File: config.mk
export PLATFORM = sky130hd
export DESIGN_NAME = pinbank_ctrl
export DESIGN_NICKNAME = d
export VERILOG_FILES = /design/src/rtl/pinbank_pkg.sv /design/src/rtl/pinbank_sync.sv /design/src/rtl/pinbank_port.sv /design/src/rtl/pinbank_ctrl.sv
export SDC_FILE = /design/constraint.sdc
export NUM_CORES = 1
export LEC_CHECK = 0
export BUFFER_PORTS_ARGS = -buffer_cell sky130_fd_sc_hd__buf_2
export CAP_MARGIN = 10
export CORE_UTILIZATION = 44
export DETAILED_ROUTE_END_ITERATION = 12
export GPL_ROUTABILITY_DRIVEN = 0
export SYNTH_ARGS = -nofsm -noshare
export SYNTH_HDL_FRONTEND = slang
export SYNTH_HIERARCHICAL = 1
export SYNTH_SLANG_ARGS = --single-unit
File: constraint.sdc
create_clock -name clk -period 2.2 [get_ports clk]
set_clock_uncertainty 0.05 [all_clocks]
set_input_delay 0.11 -clock clk [delete_from_list [all_inputs] [get_ports clk]]
set_output_delay 0.11 -clock clk [all_outputs]
set_load 0.01 [all_outputs]
File: src/rtl/pinbank_pkg.sv
package pinbank_pkg;
  typedef enum logic [1:0] {
    PM_INPUT  = 2'b00,
    PM_PUSH   = 2'b01,
    PM_SINK   = 2'b10,
    PM_SOURCE = 2'b11
  } pin_mode_e;

  typedef enum logic [2:0] {
    RG_MODE    = 3'd0,
    RG_DOUT    = 3'd1,
    RG_DIN     = 3'd2,
    RG_PULLOFF = 3'd3,
    RG_IEN     = 3'd4,
    RG_EDGE    = 3'd5,
    RG_EVENT   = 3'd6,
    RG_FORCE   = 3'd7
  } port_reg_e;
endpackage

File: src/rtl/pinbank_sync.sv
module pinbank_sync #(
  parameter int W = 8
) (
  input  logic         clk,
  input  logic         rst_n,
  input  logic [W-1:0] d,
  output logic [W-1:0] q
);
  logic [W-1:0] stage1_q;
  logic [W-1:0] stage2_q;

  always_ff @(posedge clk or negedge rst_n) begin
    if (!rst_n) begin
      stage1_q <= '0;
      stage2_q <= '0;
    end else begin
      stage1_q <= d;
      stage2_q <= stage1_q;
    end
  end

  assign q = stage2_q;
endmodule

File: src/rtl/pinbank_port.sv
module pinbank_port
  import pinbank_pkg::*;
#(
  parameter int PINS = 8
) (
  input  logic              clk,
  input  logic              rst_n,
  input  logic              blk_en,
  input  logic              wr_en,
  input  port_reg_e         reg_sel,
  input  logic [2*PINS-1:0] wdata,
  input  logic [PINS-1:0]   pin_lvl,
  output logic [2*PINS-1:0] rd_val,
  output logic [PINS-1:0]   pad_out,
  output logic [PINS-1:0]   pad_oe,
  output logic [PINS-1:0]   pad_pull_en,
  output logic [PINS-1:0]   ev_q,
  output logic [PINS-1:0]   ien_q,
  output logic              irq,
  output logic              force_any
);
  localparam int MW = 2 * PINS;

  logic [MW-1:0]   mode_q,    mode_d;
  logic [PINS-1:0] dout_q,    dout_d;
  logic [PINS-1:0] pulloff_q, pulloff_d;
  logic [PINS-1:0] ien_d;
  logic [PINS-1:0] edge_q,    edge_d;
  logic [PINS-1:0] ev_d;
  logic [PINS-1:0] force_q,   force_d;
  logic [PINS-1:0] prev_q;
  logic [PINS-1:0] rise, fall, hit, clr_mask;
  logic            cfg_en;

  // edge detection on the synchronized level
  assign rise = pin_lvl & ~prev_q;
  assign fall = ~pin_lvl & prev_q;
  assign hit  = {PINS{blk_en}} & ien_q & ((edge_q & rise) | (~edge_q & fall));

  assign cfg_en   = wr_en && (reg_sel != RG_EVENT) && (reg_sel != RG_DIN);
  assign clr_mask = (wr_en && reg_sel == RG_EVENT) ? wdata[PINS-1:0] : '0;

  always_comb begin
    mode_d    = mode_q;
    dout_d    = dout_q;
    pulloff_d = pulloff_q;
    ien_d     = ien_q;
    edge_d    = edge_q;
    force_d   = force_q;
    case (reg_sel)
      RG_MODE:    mode_d    = wdata;
      RG_DOUT:    dout_d    = wdata[PINS-1:0];
      RG_PULLOFF: pulloff_d = wdata[PINS-1:0];
      RG_IEN:     ien_d     = wdata[PINS-1:0];
      RG_EDGE:    edge_d    = wdata[PINS-1:0];
      RG_FORCE:   force_d   = wdata[PINS-1:0];
      default: ;
    endcase
    // a new edge wins over a same-cycle clear
    ev_d = (ev_q & ~clr_mask) | hit;
  end

  always_ff @(posedge clk or negedge rst_n) begin
    if (!rst_n) begin
      mode_q    <= '0;
      dout_q    <= '0;
      pulloff_q <= '0;
      ien_q     <= '0;
      edge_q    <= '0;
      force_q   <= '0;
    end else if (cfg_en) begin
      mode_q    <= mode_d;
      dout_q    <= dout_d;
      pulloff_q <= pulloff_d;
      ien_q     <= ien_d;
      edge_q    <= edge_d;
      force_q   <= force_d;
    end
  end

  always_ff @(posedge clk or negedge rst_n) begin
    if (!rst_n) begin
      ev_q   <= '0;
      prev_q <= '0;
    end else begin
      ev_q   <= ev_d;
      prev_q <= pin_lvl;
    end
  end

  // pad drive per pin
  for (genvar n = 0; n < PINS; n++) begin : g_drive
    pin_mode_e m;
    assign m = pin_mode_e'(mode_q[2*n +: 2]);
    always_comb begin
      case (m)
        PM_PUSH:   begin pad_oe[n] = 1'b1;       pad_out[n] = dout_q[n]; end
        PM_SINK:   begin pad_oe[n] = ~dout_q[n]; pad_out[n] = 1'b0;      end
        PM_SOURCE: begin pad_oe[n] = dout_q[n];  pad_out[n] = 1'b1;      end
        default:   begin pad_oe[n] = 1'b0;       pad_out[n] = 1'b0;      end
      endcase
    end
  end

  assign pad_pull_en = ~pulloff_q;
  assign force_any   = |force_q;
  assign irq         = blk_en & ((|(ev_q & ien_q)) | force_any);

  always_comb begin
    case (reg_sel)
      RG_MODE:    rd_val = mode_q;
      RG_DOUT:    rd_val = MW'(dout_q);
      RG_DIN:     rd_val = MW'(pin_lvl);
      RG_PULLOFF: rd_val = MW'(pulloff_q);
      RG_IEN:     rd_val = MW'(ien_q);
      RG_EDGE:    rd_val = MW'(edge_q);
      RG_EVENT:   rd_val = MW'(ev_q);
      default:    rd_val = MW'(force_q);
    endcase
  end
endmodule

File: src/rtl/pinbank_ctrl.sv
module pinbank_ctrl
  import pinbank_pkg::*;
#(
  parameter int NUM_PORTS     = 3,
  parameter int ADDR_W        = 8,
  parameter int PORT_BASE     = 16,
  parameter int STRIDE_LOG2   = 4,
  parameter int BLOCK_VERSION = 5,
  parameter int CORE_COUNT    = 1
) (
  input  logic                   clk,
  input  logic                   rst_n,
  input  logic [ADDR_W-1:0]      bus_addr,
  input  logic                   bus_we,
  input  logic [15:0]            bus_wdata,
  output logic [15:0]            bus_rdata,
  input  logic [NUM_PORTS*8-1:0] pad_in,
  output logic [NUM_PORTS*8-1:0] pad_out,
  output logic [NUM_PORTS*8-1:0] pad_oe,
  output logic [NUM_PORTS*8-1:0] pad_pull_en,
  output logic [NUM_PORTS-1:0]   irq
);
  localparam int PINS   = 8;
  localparam int NPIN   = NUM_PORTS * PINS;
  localparam int PIDX_W = ADDR_W - STRIDE_LOG2;

  logic                   blk_en_q, blk_en_d;
  logic [NPIN-1:0]        lvl_sync;
  logic [ADDR_W-1:0]      rel;
  logic [PIDX_W-1:0]      pidx;
  logic [STRIDE_LOG2-1:0] off;
  logic                   port_hit, ctrl_hit;
  port_reg_e              reg_sel;
  logic [15:0]            rd_d;
  logic [15:0]            port_rd [NUM_PORTS];
  logic [NUM_PORTS-1:0]   port_we;
  logic [NUM_PORTS-1:0]   force_any;
  logic [NPIN-1:0]        ev_all, ien_all;

  pinbank_sync #(.W(NPIN)) u_sync (
    .clk(clk), .rst_n(rst_n), .d(pad_in), .q(lvl_sync)
  );

  // address decode
  assign rel      = bus_addr - ADDR_W'(PORT_BASE);
  assign pidx     = rel[ADDR_W-1:STRIDE_LOG2];
  assign off      = rel[STRIDE_LOG2-1:0];
  assign ctrl_hit = (bus_addr == '0);
  assign port_hit = (bus_addr >= ADDR_W'(PORT_BASE)) && (int'(pidx) < NUM_PORTS) && (int'(off) < 8);
  assign reg_sel  = port_reg_e'(off[2:0]);

  for (genvar p = 0; p < NUM_PORTS; p++) begin : g_port
    assign port_we[p] = bus_we && port_hit && (pidx == PIDX_W'(p));
    pinbank_port #(.PINS(PINS)) u_port (
      .clk         (clk),
      .rst_n       (rst_n),
      .blk_en      (blk_en_q),
      .wr_en       (port_we[p]),
      .reg_sel     (reg_sel),
      .wdata       (bus_wdata),
      .pin_lvl     (lvl_sync[p*PINS +: PINS]),
      .rd_val      (port_rd[p]),
      .pad_out     (pad_out[p*PINS +: PINS]),
      .pad_oe      (pad_oe[p*PINS +: PINS]),
      .pad_pull_en (pad_pull_en[p*PINS +: PINS]),
      .ev_q        (ev_all[p*PINS +: PINS]),
      .ien_q       (ien_all[p*PINS +: PINS]),
      .irq         (irq[p]),
      .force_any   (force_any[p])
    );
  end

  // global control: only the enable bit is writable
  always_comb begin
    blk_en_d = blk_en_q;
    if (bus_we && ctrl_hit) blk_en_d = bus_wdata[0];
  end

  always_comb begin
    rd_d = '0;
    if (ctrl_hit) begin
      rd_d = {7'(BLOCK_VERSION), 7'(CORE_COUNT), 1'b0, blk_en_q};
    end else if (port_hit) begin
      for (int p = 0; p < NUM_PORTS; p++)
        if (pidx == PIDX_W'(p)) rd_d = port_rd[p];
    end
  end

  always_ff @(posedge clk or negedge rst_n) begin
    if (!rst_n) begin
      blk_en_q  <= 1'b0;
      bus_rdata <= '0;
    end else begin
      blk_en_q  <= blk_en_d;
      bus_rdata <= rd_d;
    end
  end
endmodule

==> flow_summary.json, run 1 <==
{
  "rsz0062_at_grt": "no",
  "leakage_uw": 0.00761,
  "ys_seq_area_frac": 0.521,
  "cts-root-buf": "clkbuf_16",
  "grt_use_total": 0.247,
  "wire_per_inst_um": 22.1,
  "grt_start_max_net_pins": 81,
  "critPathLaunchType": "flop",
  "synth_top_cell_by_area": "dfrtp_1",
  "final_area_um2": 16200,
  "maxCapViolations": 0,
  "drtIter0Drc": 649,
  "clk_path_buf_depth": 3,
  "pin_count": 142,
  "fin_util": 0.542,
  "finalHoldViolCount": 0,
  "slew_violations": 0,
  "grt-ovfl-total": 0,
  "first_pass_iters": 5,
  "fill_cells": 2573,
  "clock_sinks": 281,
  "drive_above_1_share": 0.328,
  "worst_pin_slew_ns": 1.02,
  "drt_wl_total_mm": 37.9,
  "yosys-top-cells-area": "dfrtp_1, mux2_2, mux2_4, mux2i_1, nand2_1",
  "outcome": "complete, no violations",
  "synth_area_per_cell_um2": 12.2,
  "port_buffers": 141,
  "cts_max_level": 1,
  "multi_input_area_um2": 5930,
  "cts_setup_buffers": 0,
  "fin_crit_sh": 0.968,
  "die_w_um": 177,
  "finalHoldWorstSlack_ns": 0.0735,
  "synth.most_common_cell": "dfrtp_1",
  "max-vdd-ir-drop_mv": 0.663,
  "regArea_um2": 7030,
  "ant_nets": 0,
  "async_flop_share": 1.00,
  "worst-setup-path-type": "reg -> out",
  "postPlaceCellArea_um2": 14800,
  "relSlewSlack": 0.318,
  "synthesis.instances": 1110,
  "insertion_delay_ns": 0.56,
  "setup_viol": 0,
  "clk_pin_slew_ns": 0.06,
  "nNetsFinal": 1359,
  "synth.top_cells.by_count": "dfrtp_1, mux2_2, nand2_1, nor2_1, mux2_4",
  "end_kind": "output pin",
  "max_clock_freq_ghz": 0.470,
  "synth_top_area_frac": 0.521,
  "synth-main-ff-cell": "dfrtp_1",
  "numCtsBuffers": 31,
  "core_um2": 29900,
  "ys_warn_count": 6,
  "stdcell_count": 1720,
  "dp_cells": 1628,
  "powerDensity_nw_per_um2": 760,
  "synth_cell_types": 47,
  "layout_min_cycle_time_ns": 2.13,
  "via_per_inst": 5.71,
  "syn_area_um2": 13500,
  "hp-class": "in -> reg",
  "start_util": 0.451,
  "cts_tree": "done",
  "syn_nets": 1161,
  "antenna_found_initial": 0,
  "synth_edf_count": 0,
  "worst-endpoint-arrival_ns": 1.97,
  "tns_ns": 0,
  "rows": 63,
  "dp.final_hpwl_mm": 25.8,
  "dr_total_vias": 9829,
  "die_area_um2": 31400,
  "crit_required_ns": 2.04,
  "grt_pass1_wl_mm": 58.8,
  "remaining_drc_errors": 0,
  "area_growth_pct": 20.1,
  "ys_seq_elements": 281,
  "n_antenna_cell": 0,
  "grt_pass1_vias": 9640,
  "dieHeight_um": 177,
  "critPathMaxFanout": 17
}
-- layer usage --
| layer | GRT usage | routed length [um] | up-vias | share of wire |
|---|---|---|---|---|
| li1 | - | - | 4423 | - |
| met1 | 0.371 | 17800 | 4981 | 0.47 |
| met2 | 0.378 | 17000 | 361 | 0.45 |
| met3 | 0.0277 | 2260 | 64 | 0.059 |
| met5 | 0 | 0 | - | 0 |
| met4 | 0.0618 | 950 | 0 | 0.025 |
-- placed cells by master (no fill, tap or decap), types with 27 or more instances in the layout --
master,n
a21oi_1,36
a32o_1,27
and2_1,33
buf_2,139
buf_4,34
clkbuf_16,31
dfrtp_1,281
dlygate4sd3_1,37
inv_1,28
mux2_2,117
mux2_4,54
mux2i_1,39
nand2_1,100
nor2_1,66
o21a_1,27
o21ai_0,48
-- repair_timing --
action | CTS | global route
gates resized for setup | 0 | 0
setup endpoints to repair | 0 | 0
endpoints found under the hold margin | 334 | 0
hold buffers | 37 | 0
-- cells by family after synthesis --
kind of cell | share of synthesized area
flip-flops | 0.521
XOR/XNOR | 0.0156
AND/OR/NAND/NOR | 0.111
buffers and inverters | 0.0390
multiplexers | 0.198
AO/OA/AOI/OAI | 0.115
-- metrics by stage --
step | power [uW] | setup slack (ns)
floorplan | 6270 | 0.279
global placement | 6830 | 0.0731
detailed placement | 6850 | 0.0694
CTS | 12400 | 0.0909
global route | 12800 | 0.0669
finish | 12300 | 0.0708
-- power breakdown --
part | internal [uW] | switching, uW | total, uW
combinational | 512 | 644 | 1160
clock | 3350 | 2150 | 5500
sequential | 5400 | 254 | 5650
total | 9260 | 3050 | 12300
-- sequential cells by signal (all words and copies together) (netlist names) --
name and flops:
g_port.u_port/force_q 24, g_port.u_port/mode_q 48, u_sync/stage1_q 24, g_port.u_port/pulloff_q 24
bus_rdata 16, g_port.u_port/dout_q 24, g_port.u_port/prev_q 24, u_sync/q 24
g_port.u_port/ev_q 24, blk_en_q 1, g_port.u_port/ien_q 24, g_port.u_port/edge_q 24
-- path summary, 6_finish.rpt --
check,startpoint,end,slack [ns],depth (start not counted)
setup / recovery,blk_en_q$_DFFE_PN0P_,irq[0],0.07,2
hold / removal,bus_addr[3],bus_rdata[8]$_DFF_PN0_,0.07,5
setup reg to reg,g_port[1].u_port/pulloff_q[0]$_DFFE_PN0P_,bus_rdata[0]$_DFF_PN0_,0.40,5
hold reg to reg,u_sync/stage1_q[8]$_DFF_PN0_,u_sync/q[8]$_DFF_PN0_,0.30,0
max in group asynchronous,rst_n,g_port[0].u_port/mode_q[14]$_DFFE_PN0P_,1.11,3
min in group asynchronous,rst_n,bus_rdata[14]$_DFF_PN0_,0.13,3
-- cell type report --
| class | count | area share |
|---|---|---|
| clock inverters | 18 | 0.0160 |
| repair buffers | 222 | 0.0961 |
| inverters | 31 | 0.00718 |
| flip-flops and latches | 281 | 0.434 |
| well taps | 390 | 0.0301 |
| clock buffers | 37 | 0.0505 |
| multi-input cells | 741 | 0.366 |
-- critical path, cell delays in order (launching register included) --
cell and delay (ns):
dfrtp_1 1.02, o21a_1 0.25, buf_2 0.14
Note: power is estimated with default switching activity, not from simulation.
==> run 2: changes to the inputs <==
--- a/config.mk
+++ b/config.mk
@@ -10,6 +10,7 @@
 export CORE_UTILIZATION = 44
 export DETAILED_ROUTE_END_ITERATION = 12
 export GPL_ROUTABILITY_DRIVEN = 0
+export SETUP_SLACK_MARGIN = 0.4
 export SYNTH_ARGS = -nofsm -noshare
 export SYNTH_HDL_FRONTEND = slang
 export SYNTH_HIERARCHICAL = 1
==> flow_summary.json, run 2 (same netlist as run 1, synthesis figures left out) <==
{
  "final_area_um2": 16400,
  "switching_share": 0.243,
  "cp.depth": 4,
  "first_pass_iters": 5,
  "p_total_uw": 12600,
  "core_um2": 29900,
  "clock_sinks": 281,
  "grt_start_max_net_pins": 71,
  "setup_viol": 0,
  "p_seq_frac": 0.448,
  "drt_wl_total_mm": 37.9,
  "switchingPower_uw": 3050,
  "largest_reg_flops": 48,
  "slew_violations": 0,
  "grt_pass1_wl_mm": 58.2,
  "max-vdd-ir-drop_mv": 0.547,
  "max_clock_freq_ghz": 0.557,
  "cts_tree": "done",
  "regToRegSetupSlack_ns": 0.46,
  "slowest_delay_ns": 0.42,
  "remaining_drc_errors": 0,
  "worst_pin_slew_ns": 0.653,
  "relSlewSlack": 0.565,
  "combPwrFrac": 0.095,
  "powerDensity_nw_per_um2": 765,
  "drive_above_1_share": 0.349,
  "wire_per_inst_um": 21.7,
  "clk_pin_slew_ns": 0.06,
  "die_area_um2": 31400,
  "dp.final_hpwl_mm": 25.8,
  "crit_family": "flip-flops",
  "final_cell_mix": "dfrtp_1, buf_2, mux2_2",
  "fin_crit_sh": 0.816,
  "cts_max_level": 2,
  "regMostFlops": "g_port.u_port/mode_q",
  "critPathLaunchType": "flop",
  "via_per_inst": 5.67,
  "nNetsFinal": 1382,
  "end_kind": "output pin",
  "critPathSlowestCell": "dfrtp_1",
  "worst-setup-path-type": "reg -> out",
  "finalHoldWorstSlack_ns": 0.0231,
  "grt_use_total": 0.246,
  "crit_required_ns": 2.04,
  "numCtsBuffers": 34,
  "dieHeight_um": 177,
  "internal_power_uw": 9530,
  "antenna_found_initial": 0,
  "grt_pass1_vias": 9827,
  "rr_worst_depth": 5,
  "fin_util": 0.550,
  "maxCapViolations": 0,
  "critPathMaxFanout": 4,
  "port_buffers": 141,
  "die_w_um": 177,
  "cts-root-buf": "clkbuf_16",
  "path_cells": "nor4_2, nand2_1, o21a_1, buf_2",
  "hold_path_depth": 4,
  "leakage_uw": 0.00777,
  "outcome": "complete, no violations",
  "drtIter0Drc": 711,
  "final_common_cell": "dfrtp_1",
  "dr_total_vias": 9886,
  "clock_power_share": 0.456,
  "pin_count": 142,
  "clk_path_buf_depth": 3,
  "hp-class": "in -> reg",
  "area_growth_pct": 21.9,
  "rows": 63,
  "worst-endpoint-arrival_ns": 1.63,
  "finalHoldViolCount": 0,
  "grt-ovfl-total": 0,
  "start_util": 0.451,
  "tns_ns": 0,
  "fill_cells": 2590,
  "layout_min_cycle_time_ns": 1.79,
  "postPlaceCellArea_um2": 14800,
  "n_antenna_cell": 0,
  "rsz0062_at_grt": "yes",
  "critPathBufInv": 1,
  "ant_nets": 0,
  "insertion_delay_ns": 0.51
}
[run 2: cell count changes in the layout (fill, tap and decap cells not counted), sizes merged]
cell / change
clkbuf: +11
buf: +23
clkinvlp: -3
clkinv: -2
dlygate4sd3: -3
inv: +1
bufinv: -2
[run 2: power by group through the flow]
stage                     sequential, uW  clock [uW]  combinational [uW]
after floorplan                     5640           0                 633
after global placement              5730           0                1100
after detailed placement            5730           0                1110
after CTS                           5640        5890                1190
after global routing                5670        6080                1300
final                               5640        5740                1200
[run 2: tightest hold or removal path: stages]
cell and delay [ns]:
buf_2 0.10, nor2_1 0.09, nand4_1 0.11, mux2_1 0.14
[run 2: area by class of cell]
cell class,count,area (um^2),area share
well taps,390,488,0.0297
clock inverters,12,168,0.0102
inverters,31,116,0.00708
multi-input cells,741,5990,0.364
repair buffers,242,1660,0.101
clock buffers,48,985,0.0599
flip-flops and latches,281,7030,0.428
[run 2: path summary, 6_finish.rpt]
path                                                                start                                     end
worst max register to register  g_port[1].u_port/pulloff_q[0]$_DFFE_PN0P_                  bus_rdata[0]$_DFF_PN0_
worst min-delay path                                          bus_addr[3]                    blk_en_q$_DFFE_PN0P_
min in group asynchronous                                           rst_n  g_port[2].u_port/dout_q[3]$_DFFE_PN0P_
worst min register to register              u_sync/stage1_q[16]$_DFF_PN0_                  u_sync/q[16]$_DFF_PN0_
max in group asynchronous                                           rst_n   g_port[0].u_port/ien_q[1]$_DFFE_PN0P_
worst max-delay path              g_port[0].u_port/force_q[3]$_DFFE_PN0P_                                  irq[0]
[run 2: what timing repair did]
action	4_1_cts	5_1_grt
cloned	0	0
endpoints found under the hold margin	330	0
hold buffers	34	0
endpoints found under the setup margin	4	4
resized for setup	7	4
buffers inserted	10	5
pin swaps	6	4
[run 2: metrics by stage]
stage	cells	setup slack [ns]
CTS	1740	0.377
global placement	1636	0.0753
detailed placement	1636	0.0782
finish	1745	0.405
floorplan	1110	0.402
global route	1745	0.336
[run 2: routing by layer]
metal / vias up / part of all wire / GRT usage
met5: - / 0 / 0
met4: 0 / 0.028 / 0.0740
met3: 65 / 0.060 / 0.0331
met2: 380 / 0.44 / 0.371
met1: 4973 / 0.47 / 0.365
li1: 4468 / - / -
==> run 3: changes to the inputs <==
==> constraint.sdc (replaced) <==
create_clock -name clk -period 1.5 [get_ports clk]
set_clock_uncertainty 0.05 [all_clocks]
set_input_delay 0.075 -clock clk [delete_from_list [all_inputs] [get_ports clk]]
set_output_delay 0.075 -clock clk [all_outputs]
set_load 0.01 [all_outputs]
==> flow_summary.json, run 3 (same netlist as run 1, synthesis figures left out) <==
{
  "end_kind": "output pin",
  "dieHeight_um": 177,
  "crit_required_ns": 1.37,
  "rows": 63,
  "core_um2": 29900,
  "critPathBufInv": 2,
  "stdcell_count": 1968,
  "nNetsFinal": 1605,
  "numCtsBuffers": 31,
  "final_common_cell": "dfrtp_1",
  "drt_wl_total_mm": 42.9,
  "worst-endpoint-arrival_ns": 1.77,
  "worst_pin_slew_ns": 0.625,
  "final_area_um2": 20200,
  "fill_cells": 2181,
  "finalHoldWorstSlack_ns": -0.000461,
  "critPathSlowestCell": "dfrtp_1",
  "crit_family": "compound AO/OA/AOI/OAI gates",
  "cts_tree": "done",
  "clk_pin_slew_ns": 0.06,
  "largest_reg_flops": 48,
  "fin_crit_sh": 1.26,
  "dp_cells": 1783,
  "max-vdd-ir-drop_mv": 0.846,
  "grt_pass1_vias": 11000,
  "dp.final_hpwl_mm": 29.0,
  "path_cells": "buf_4, a22oi_2, nand4_1, o21a_1, buf_6",
  "ant_nets": 0,
  "critPathLaunchType": "flop",
  "antenna_found_initial": 0,
  "tns_ns": -3.89,
  "layout_min_cycle_time_ns": 1.89,
  "final_cell_mix": "dfrtp_1, buf_4, mux2_4",
  "violations": "hold timing, setup timing",
  "post-place-ws_ns": -0.371,
  "slew_violations": 0,
  "grt_pass1_wl_mm": 64.6,
  "remaining_drc_errors": 0,
  "regMostFlops": "g_port.u_port/mode_q",
  "finalHoldViolCount": 1,
  "via_per_inst": 5.56,
  "clock_sinks": 281,
  "critPathMaxFanout": 3,
  "die_area_um2": 31400,
  "hp-class": "in -> async",
  "powerDensity_nw_per_um2": 971,
  "port_buffers": 141,
  "rsz0062_at_grt": "yes",
  "die_w_um": 177,
  "grt_start_max_net_pins": 49,
  "clk_path_buf_depth": 3,
  "drtIter0Drc": 716,
  "setup_viol": 44,
  "dr_total_vias": 10900,
  "grt_use_total": 0.273,
  "slowest_delay_ns": 0.39,
  "fin_ws_ns": -0.393,
  "start_util": 0.451,
  "maxCapViolations": 0,
  "drive_above_1_share": 0.573,
  "max_clock_freq_ghz": 0.528,
  "first_pass_iters": 5,
  "cts-root-buf": "clkbuf_16",
  "insertion_delay_ns": 0.56,
  "worst-setup-path-type": "reg -> out",
  "outcome": "finished, violations left",
  "cts_max_level": 1,
  "pin_count": 142,
  "area_growth_pct": 49.8,
  "grt-ovfl-total": 0,
  "relSlewSlack": 0.583,
  "leakage_uw": 0.00958,
  "wire_per_inst_um": 21.8,
  "n_antenna_cell": 0,
  "postPlaceCellArea_um2": 16400
}
-- run 3: changes by cell type in the layout (fill, tap and decap cells not counted), sizes merged --
cell and change:
buf +216, bufinv +4, clkbuf -6, clkinv -2, clkinvlp +2, dlygate4sd3 +7, inv +2
-- run 3: what timing repair did --
item / 4_1_cts / 5_1_grt
hold buffers: 41 / 0
endpoints found under the hold margin: 408 / 0
pin swaps: 72 / 80
gates resized for setup: 204 / 185
setup buffers: 60 / 24
endpoints found under the setup margin: 213 / 247
cloned: 1 / 2
-- run 3: worst paths after layout --
kind                                                     endpoint  slack, ns  cells past startpoint                                 startpoint
max                                                        irq[0]      -0.39                      5      g_port[0].u_port/ien_q[1]$_DFFE_PN0P_
min                                        u_sync/q[14]$_DFF_PN0_    -0.0005                      2                                      rst_n
max reg2reg                                bus_rdata[0]$_DFF_PN0_      -0.21                      5  g_port[1].u_port/pulloff_q[0]$_DFFE_PN0P_
min reg2reg                                u_sync/q[16]$_DFF_PN0_       0.30                      0              u_sync/stage1_q[16]$_DFF_PN0_
max in group asynchronous  g_port[2].u_port/dout_q[6]$_DFFE_PN0P_       0.76                      3                                      rst_n
min in group clk                           bus_rdata[0]$_DFF_PN0_       0.04                      5                                bus_addr[7]
-- run 3: layout make-up --
| cell class | count | area [um^2] | share of cell area |
|---|---|---|---|
| Multi-Input combinational cell | 741 | 7200 | 0.356 |
| Sequential cell | 281 | 7070 | 0.350 |
| Timing Repair Buffer | 468 | 4150 | 0.206 |
| Clock buffer | 39 | 856 | 0.0424 |
| Tap cell | 390 | 488 | 0.0242 |
| Clock inverter | 18 | 313 | 0.0155 |
| Inverter | 31 | 124 | 0.00613 |
-- run 3: metal layers --
layer	wire length, um	part of all wire	vias to the layer above	track usage
met1	19300	0.45	5573	0.387
met4	1370	0.032	0	0.0912
met3	2090	0.049	79	0.0346
met5	0	0	-	0
li1	-	-	4935	-
met2	20100	0.47	346	0.431
-- run 3: report_power, final --
group	switching (uW)	leakage (uW)	total (uW)	internal, uW
Combinational	1270	0.00533	2710	1440
Sequential	357	0.00368	8280	7920
Clock	3200	0.000570	8630	5420
Total	4830	0.00958	19600	14800
-- run 3: metrics by stage --
step / util / total power, uW
CTS: 0.648 / 19500
finish: 0.676 / 19600
floorplan: - / 9270
global route: 0.676 / 20300
global placement: 0.549 / 10400
detailed placement: 0.549 / 10400
